==> config.mk <==
export PLATFORM = sky130hd
export DESIGN_NAME = ptr_cmp_irq
export DESIGN_NICKNAME = d
export VERILOG_FILES = /design/src/rtl/ptr_cmp_irq_pkg.sv /design/src/rtl/ptr_cmp_regs.sv /design/src/rtl/ptr_match.sv /design/src/rtl/irq_ctl.sv /design/src/rtl/ptr_cmp_irq.sv
export SDC_FILE = /design/constraint.sdc
export NUM_CORES = 1
export LEC_CHECK = 0
export BUFFER_PORTS_ARGS = -buffer_cell sky130_fd_sc_hd__buf_4
export CAP_MARGIN = 5
export CORE_MARGIN = 1.5
export CORE_UTILIZATION = 47
export CTS_BUF_LIST = sky130_fd_sc_hd__clkbuf_16
export DETAILED_ROUTE_END_ITERATION = 8
export PLACE_DENSITY_LB_ADDON = 0.15
export SLEW_MARGIN = 20
export SYNTH_ARGS = -nofsm -noshare
export SYNTH_HDL_FRONTEND = slang
export SYNTH_SLANG_ARGS = --single-unit
==> constraint.sdc <==
create_clock -name clk_i -period 2.01 [get_ports clk_i]
set_input_delay 0 -clock clk_i [delete_from_list [all_inputs] [get_ports clk_i]]
set_output_delay 0 -clock clk_i [all_outputs]
set_load 0.02 [all_outputs]
==> src/rtl/ptr_cmp_irq_pkg.sv <==
package ptr_cmp_irq_pkg;
  localparam int unsigned DATA_W   = 8;
  localparam int unsigned REG_AW   = 3;
  typedef logic [REG_AW-1:0] reg_addr_t;
  // target bytes occupy addresses TGT_BASE .. TGT_BASE+nbytes-1
  localparam reg_addr_t TGT_BASE  = 3'd0;
  localparam reg_addr_t MODE_ADDR = 3'd3;
  localparam reg_addr_t MASK_ADDR = 3'd4;
  localparam reg_addr_t STAT_ADDR = 3'd5;
  localparam reg_addr_t CTRL_ADDR = 3'd6;
  localparam int unsigned EVT_BIT = 6;
  localparam int unsigned CLR_BIT = 0;
endpackage

==> src/rtl/ptr_cmp_regs.sv <==
module ptr_cmp_regs
  import ptr_cmp_irq_pkg::*;
#(
  parameter int unsigned ADDR_W = 19,
  parameter int unsigned MODE_W = 2
) (
  input  logic              clk_i,
  input  logic              rst_ni,
  input  logic              wr_en_i,
  input  reg_addr_t         wr_addr_i,
  input  logic [DATA_W-1:0] wr_data_i,
  output logic [ADDR_W-1:0] tgt_o,
  output logic [MODE_W-1:0] mode_o,
  output logic              mask_o,
  output logic              clr_pin_o
);
  localparam int unsigned NBYTES = (ADDR_W + DATA_W - 1) / DATA_W;

  for (genvar b = 0; b < NBYTES; b++) begin : g_byte
    localparam int unsigned LO = b * DATA_W;
    localparam int unsigned W  = (ADDR_W - LO > DATA_W) ? DATA_W : ADDR_W - LO;
    logic [W-1:0] byte_q;
    always_ff @(posedge clk_i or negedge rst_ni) begin
      if (!rst_ni) byte_q <= '0;
      else if (wr_en_i && wr_addr_i == reg_addr_t'(TGT_BASE + b)) byte_q <= wr_data_i[W-1:0];
    end
    assign tgt_o[LO +: W] = byte_q;
  end

  always_ff @(posedge clk_i or negedge rst_ni) begin
    if (!rst_ni) begin
      mode_o <= '0;
      mask_o <= 1'b0;
    end else if (wr_en_i) begin
      if (wr_addr_i == MODE_ADDR) mode_o <= wr_data_i[MODE_W-1:0];
      if (wr_addr_i == MASK_ADDR) mask_o <= wr_data_i[EVT_BIT];
    end
  end

  assign clr_pin_o = wr_en_i && (wr_addr_i == CTRL_ADDR) && wr_data_i[CLR_BIT];
endmodule

==> src/rtl/ptr_match.sv <==
module ptr_match #(
  parameter int unsigned ADDR_W = 19,
  parameter int unsigned N_PTR  = 3,
  parameter int unsigned MODE_W = 2
) (
  input  logic                          clk_i,
  input  logic                          rst_ni,
  input  logic [N_PTR-1:0][ADDR_W-1:0]  rd_ptr_i,
  input  logic [MODE_W-1:0]             mode_i,
  input  logic [ADDR_W-1:0]             tgt_i,
  output logic                          hit_o
);
  logic eq, eq_q;

  // mode value p+1 picks pointer p; zero disables
  always_comb begin
    eq = 1'b0;
    for (int p = 0; p < N_PTR; p++) begin
      if (mode_i == MODE_W'(p + 1)) eq = (rd_ptr_i[p] == tgt_i);
    end
  end

  always_ff @(posedge clk_i or negedge rst_ni) begin
    if (!rst_ni) eq_q <= 1'b0;
    else         eq_q <= eq;
  end

  assign hit_o = eq && !eq_q;
endmodule

==> src/rtl/irq_ctl.sv <==
module irq_ctl (
  input  logic clk_i,
  input  logic rst_ni,
  input  logic hit_i,
  input  logic mask_i,
  input  logic stat_rd_i,
  input  logic clr_pin_i,
  output logic evt_o,
  output logic irq_n_o
);
  logic pin_q;

  always_ff @(posedge clk_i or negedge rst_ni) begin
    if (!rst_ni)        evt_o <= 1'b0;
    else if (hit_i)     evt_o <= 1'b1;
    else if (stat_rd_i) evt_o <= 1'b0;
  end

  // only a hit that newly sets the status may pull the pin
  always_ff @(posedge clk_i or negedge rst_ni) begin
    if (!rst_ni)                           pin_q <= 1'b0;
    else if (hit_i && !evt_o && !mask_i)   pin_q <= 1'b1;
    else if (clr_pin_i)                    pin_q <= 1'b0;
  end

  assign irq_n_o = ~pin_q;
endmodule

==> src/rtl/ptr_cmp_irq.sv <==
module ptr_cmp_irq
  import ptr_cmp_irq_pkg::*;
#(
  parameter int unsigned ADDR_W = 19,
  parameter int unsigned N_PTR  = 3
) (
  input  logic                         clk_i,
  input  logic                         rst_ni,
  input  logic                         wr_en_i,
  input  logic [REG_AW-1:0]            wr_addr_i,
  input  logic [DATA_W-1:0]            wr_data_i,
  input  logic                         rd_en_i,
  input  logic [REG_AW-1:0]            rd_addr_i,
  output logic [DATA_W-1:0]            rd_data_o,
  input  logic [N_PTR-1:0][ADDR_W-1:0] rd_ptr_i,
  output logic                         irq_n_o
);
  localparam int unsigned MODE_W = $clog2(N_PTR + 1);

  logic [ADDR_W-1:0] tgt;
  logic [MODE_W-1:0] mode;
  logic              mask, clr_pin, hit, evt, stat_rd;

  ptr_cmp_regs #(.ADDR_W(ADDR_W), .MODE_W(MODE_W)) u_regs (
    .clk_i, .rst_ni, .wr_en_i, .wr_addr_i, .wr_data_i,
    .tgt_o(tgt), .mode_o(mode), .mask_o(mask), .clr_pin_o(clr_pin)
  );

  ptr_match #(.ADDR_W(ADDR_W), .N_PTR(N_PTR), .MODE_W(MODE_W)) u_match (
    .clk_i, .rst_ni, .rd_ptr_i, .mode_i(mode), .tgt_i(tgt), .hit_o(hit)
  );

  assign stat_rd = rd_en_i && (rd_addr_i == STAT_ADDR);

  irq_ctl u_irq (
    .clk_i, .rst_ni, .hit_i(hit), .mask_i(mask), .stat_rd_i(stat_rd),
    .clr_pin_i(clr_pin), .evt_o(evt), .irq_n_o
  );

  always_comb begin
    rd_data_o = '0;
    if (stat_rd) rd_data_o[EVT_BIT] = evt;
  end
endmodule

== Yosys cells after proc, flatten, opt, wreduce, memory -nomap -nowiden ==
Index checks and enable logic that the tools add are counted.
Cells by class
  equal/unequal tests: 12
  muxes and demuxes: 8
  bitwise operators: 1
  reduce and logical (&&, ||, !) cells: 17
Operators by type and width (count)
  $eq 19x19->1: 3
  $eq 3x3->1 const B: 3
  $logic_and 1x1->1: 9
  $mux 1: 8
  $eq 3x2->1 const B: 2
  $eq 2x2->1 const B: 2
  $reduce_and 2->1: 2
  $reduce_bool 2->1: 2
  $eq 3x1->1 const B: 1
  $logic_not 1->1: 3
  $logic_not 3->1: 1
  $eq 2x1->1 const B: 1
  $not 1->1: 1
Storage, ports and cells
  register bits: 25
  bits of input ports: 75
  word-level logic and storage cells: 46

== Depth between registers and ports, before layout ==
  depth after elaboration: 8
  depth in mapped cells: 5
  mapped depth without buffers: 5

== Modules after synthesis ==
Synthesis repeated with hierarchy kept, for this count alone.
Second synthesis, totals
  cell total of the unflattened synthesis: 151
  area total of the unflattened synthesis: 1724.2 um^2
By module, submodules not included
  ptr_cmp_regs: times used 1, cells an instance 52, area an instance 885.8 um^2, sequential area each 550.5 um^2
  ptr_match: times used 1, cells an instance 82, area an instance 683.2 um^2, sequential area each 25.0 um^2
  irq_ctl: times used 1, cells an instance 7, area an instance 82.6 um^2, sequential area each 50.0 um^2
  ptr_cmp_irq: times used 1, cells an instance 10, area an instance 72.6 um^2, sequential area each 0.0 um^2

== Worst setup path before layout ==
OpenSTA, ideal clock, no wires.
  kind: reg2reg
  start point: register u_regs.g_byte[1].byte_q[3]
  end point: register u_irq.pin_q
  library setup time: 0.104 ns
  arrival: 1.295 ns
  data required time: 1.906 ns
  slack: 0.611 ns
  stages on the path, launching flop included: 6
  buffers on the path: 0
  cells stage by stage: dfrtp_1 > xor2_1 > nor4_1 > and4b_1 > a22oi_1 > o41ai_2
Between the ends
  longest elaborated chain between the ends: 8
Ends and longest elaborated chain
  from (decl): line ptr_cmp_regs.sv:22  | logic [W-1:0] byte_q;
  from (signal assigned): line ptr_cmp_regs.sv:25  | else if (wr_en_i && wr_addr_i == reg_addr_t'(TGT_BASE + b)) byte_q <= wr_data_i[W-1:0];
  $eq 19x19->1: line ptr_match.sv:19  | if (mode_i == MODE_W'(p + 1)) eq = (rd_ptr_i[p] == tgt_i);
  $mux 1 (2 in series): line ptr_match.sv:19
  $mux 1 *: line ptr_match.sv:19
  $logic_and 1x1->1 *: line ptr_match.sv:28  | assign hit_o = eq && !eq_q;
  $logic_and 1x1->1 * (2 in series): line irq_ctl.sv:22  | else if (hit_i && !evt_o && !mask_i) pin_q <= 1'b1;
  $mux 1 / $reduce_bool 2->1 (equally long branches)
  to (signal assigned): line irq_ctl.sv:21  | if (!rst_ni) pin_q <= 1'b0;
  to (signal assigned): line irq_ctl.sv:22
  to (signal assigned): line irq_ctl.sv:23  | else if (clr_pin_i) pin_q <= 1'b0;
  to (decl): line irq_ctl.sv:11  | logic pin_q;
Mark *: on every way between the ends. The rest lies on a longest branch, timed or not.
A chain may end at the register's enable or synchronous reset.

== Worst setup path in the final report ==
  start point: register u_regs.g_byte[1].byte_q[3]
  end point: register u_irq.evt_o
Between the ends
  longest elaborated chain between the ends: 6
Ends and longest elaborated chain
  $eq 19x19->1: line ptr_match.sv:19
  $mux 1 (2 in series): line ptr_match.sv:19
  $mux 1 *: line ptr_match.sv:19
  $logic_and 1x1->1 *: line ptr_match.sv:28
  $mux 1 / $reduce_bool 2->1 (equally long branches)
  to (signal assigned): line irq_ctl.sv:14  | if (!rst_ni) evt_o <= 1'b0;
  to (signal assigned): line irq_ctl.sv:15  | else if (hit_i) evt_o <= 1'b1;
  to (signal assigned): line irq_ctl.sv:16  | else if (stat_rd_i) evt_o <= 1'b0;
  to (decl): line irq_ctl.sv:8  | output logic evt_o,
Marked as above.

==> results_dict.tcl <==
set metrics [dict create \
    finalHoldViolCount 0 \
    cts_sinks 25 \
    rsz0062_at_grt "no" \
    cts_root_buffer "clkbuf_16" \
    drtPass1Iterations 4 \
    num_vias 1664 \
    min_from "wr_data_i[0]" \
    p_sw_share_pct 35.5 \
    synth.cell_area_mm2 0.00187 \
    grtUsageTotal_pct 25.3 \
    status "finished, final reports clean" \
    cts_tree "done" \
    synth.top_cell.area_share_pct 33.4 \
    route.detailed.drc 0 \
    cts_buffers 3 \
    die_area_mm2 0.00437 \
    grt_pass1_wl_um 8140 \
    port_buffers 76 \
    grt_pass1_vias 1706 \
    overflow 0 \
    critPathRequiredTime_ps 2190 \
    drive_gt1_share_pct 39.2 \
    leakagePower_nw 1.14 \
    comb_power_share_pct 36.4 \
    clkPwrFrac_pct 24.1 \
    yosysWarnings 0 \
    drv_cap 0 \
    ys_types 31 \
    fp.coreArea_mm2 0.00374 \
    fin_nets 339 \
    critical_path_class "flop to flop" \
    ys_ff_latch 25 \
    first_iter_violations 119 \
    wl_per_cell_um 16.7 \
    die_h_um 66.1 \
    gp_congestion 0.909 \
    die_w_um 66.1 \
    wl_met1_um 2150 \
    syn_to_final_growth_pct 40.7 \
    fp-row-count 22 \
    cts_resized 0 \
    fin_crit_sh_pct 79.0 \
    cts_setup_buffers 0 \
    endpoint_kind "flop" \
    r2r_end "u_irq.evt_o" \
    fmax_mhz 630 \
    ant_nets 0 \
    top_layer "met4" \
    final_cell_count_no_fill 311 \
    pwr-share-seq_pct 39.5 \
    fin_skew_ps 5.65 \
    wl_met3_um 396 \
    r2r_start "u_regs.g_byte[1].byte_q[3]" \
    r2r_setup_slack_ps 420 \
    io_pins 84 \
    initial_core_util_pct 50.0 \
    clk_path_buf_depth 2 \
    synthCells 176 \
    powerDensity_mw_per_mm2 734 \
    fin_ws_ps 423 \
    grt_max_degree 26 \
    fin_crit_ps 1590 \
    wl_um 5200 \
    synth_area_leaders "dfrtp_1 33%, xor2_1 15%, xnor2_1 12%" \
    clk_latency_ps 270 \
    setup-tns-final_ps 0 \
    hp-class "input port to flop" \
    internal_power_mw 1.25 \
    dp_slack_ps 472 \
    setup_viol 0 \
    yosysSeqAreaShare_pct 33.4 \
    ctsHoldBuffers 8 \
    peakVddDrop_mv 0.423 \
    synth_top_area_cell "dfrtp_1" \
    holdPathStages 2 \
    dpl.cell_count 299 \
    dp_hpwl_um 4240 \
    final_util_pct 70.4 \
    avgSynthCellArea_um2 10.6 \
    n_antenna_cell 0 \
    min_to "u_regs.g_byte[1].byte_q[0]" \
    met2_length_um 2620 \
    worstPathArrival_ps 1760 \
    switching_power_uw 686 \
    relSlewSlack_pct 60.9 \
    finalMaxSlewViolations 0 \
    cts.clk_slew.worst_paths_ps 70 \
    routed_via_density 5.35 \
    path_max_fanout 4 \
    start_kind "flop" \
    worstMarginPinSlew_ps 586 \
    worst-r2r-cell-count 5 \
    hold-worst-slack_ps 11.3 \
    cts_max_level 1 \
    antenna_found_initial 0 \
]
## flip-flops by register name (all words and copies together), names as in the netlist
signal / flops
u_regs.g_byte.byte_q: 19
u_regs.mode_o: 2
u_irq.evt_o: 1
u_irq.pin_q: 1
u_match.eq_q: 1
u_regs.mask_o: 1
## synthesized netlist by cell type
master,count
nor4b_1,1
nor3b_2,1
and3_1,2
nor2_1,2
nand4_1,10
nor3b_4,1
conb_1,1
and4b_1,1
buf_4,7
nor3_4,1
nor4_4,1
nor4_1,17
nand2b_1,3
o2111ai_1,1
o41ai_2,1
mux2_1,5
nand3_1,2
nand3b_1,2
xnor2_1,25
a22oi_1,1
xor2_1,32
inv_1,2
nor3_2,1
mux2_2,17
nand4b_1,2
a31oi_1,1
dfrtp_1,25
nand2_1,6
a21oi_1,1
nor3_1,3
nor3b_1,1
## layer usage
layer / up-vias / global-route usage [%]
met5: - / 0
met4: 0 / 6.12
met3: 4 / 3.75
met2: 75 / 44.0
met1: 785 / 32.8
li1: 800 / -
## through the flow
stage	total power [mW]	instance area (um^2)
detailed placement	1.46	2470
global route	2.04	2640
finish	1.93	2640
floorplan	1.19	1900
global placement	1.45	2470
CTS	1.94	2640
## cell usage in the layout (no fill, tap or decap), drive strengths merged
cell type / instances
conb: 7
clkbuf: 3
nand3b: 2
nand2b: 3
nand3: 2
and3: 2
mux2: 22
clkinvlp: 1
nor3: 5
a21oi: 1
xor2: 32
inv: 2
dlygate4sd3: 8
nor3b: 3
and4b: 1
nand4b: 2
dfrtp: 25
xnor2: 25
a31oi: 1
nor2: 2
nand2: 6
o2111ai: 1
nand4: 10
o41ai: 1
buf: 76
nor4: 18
nor4b: 1
a22oi: 1
## critical path, stage by stage (launching register included)
cell,delay [ps]
dfrtp_1,450
xnor2_1,210
nand4_1,150
nor4_1,410
nand3b_1,150
o2111ai_1,130
## cell type report
cell class,count,area (um^2)
clock buffer,3,75.1
clock inverter,1,7.51
fill,310,1110
inverter,2,7.51
multi-input combinational,148,1210
sequential,25,626
tap,48,60.1
timing repair buffer,84,651
## power groups by stage
stage	clock network [mW]	registers, mW	logic (mW)
after floorplan	0	0.728	0.461
after global placement	0	0.767	0.681
after detailed placement	0	0.772	0.686
after CTS	0.472	0.762	0.703
after global routing	0.493	0.781	0.765
final	0.466	0.764	0.704
## worst max path at each step
stage | from | end | slack [ps] | cells after the start
after floorplan | u_regs.g_byte[1].byte_q[3] | u_irq.pin_q | 610 | 5
after global placement | u_regs.g_byte[0].byte_q[0] | u_irq.pin_q | 480 | 5
after detailed placement | u_regs.g_byte[0].byte_q[0] | u_irq.pin_q | 470 | 5
after CTS | u_regs.g_byte[1].byte_q[3] | u_irq.evt_o | 460 | 5
after global routing | u_regs.g_byte[2].byte_q[0] | u_irq.evt_o | 340 | 5
final | u_regs.g_byte[1].byte_q[3] | u_irq.evt_o | 420 | 5
## logic make-up after synthesis
family	share of synthesized area [%]
other	0.200
AOI/OAI and AO/OA	2.34
xor gates and xnor gates	26.7
DFF	33.4
muxes	13.2
buffers and inverters	3.21
and+or+nand+nor	21.0
Note: power is estimated with default switching activity, not from simulation.
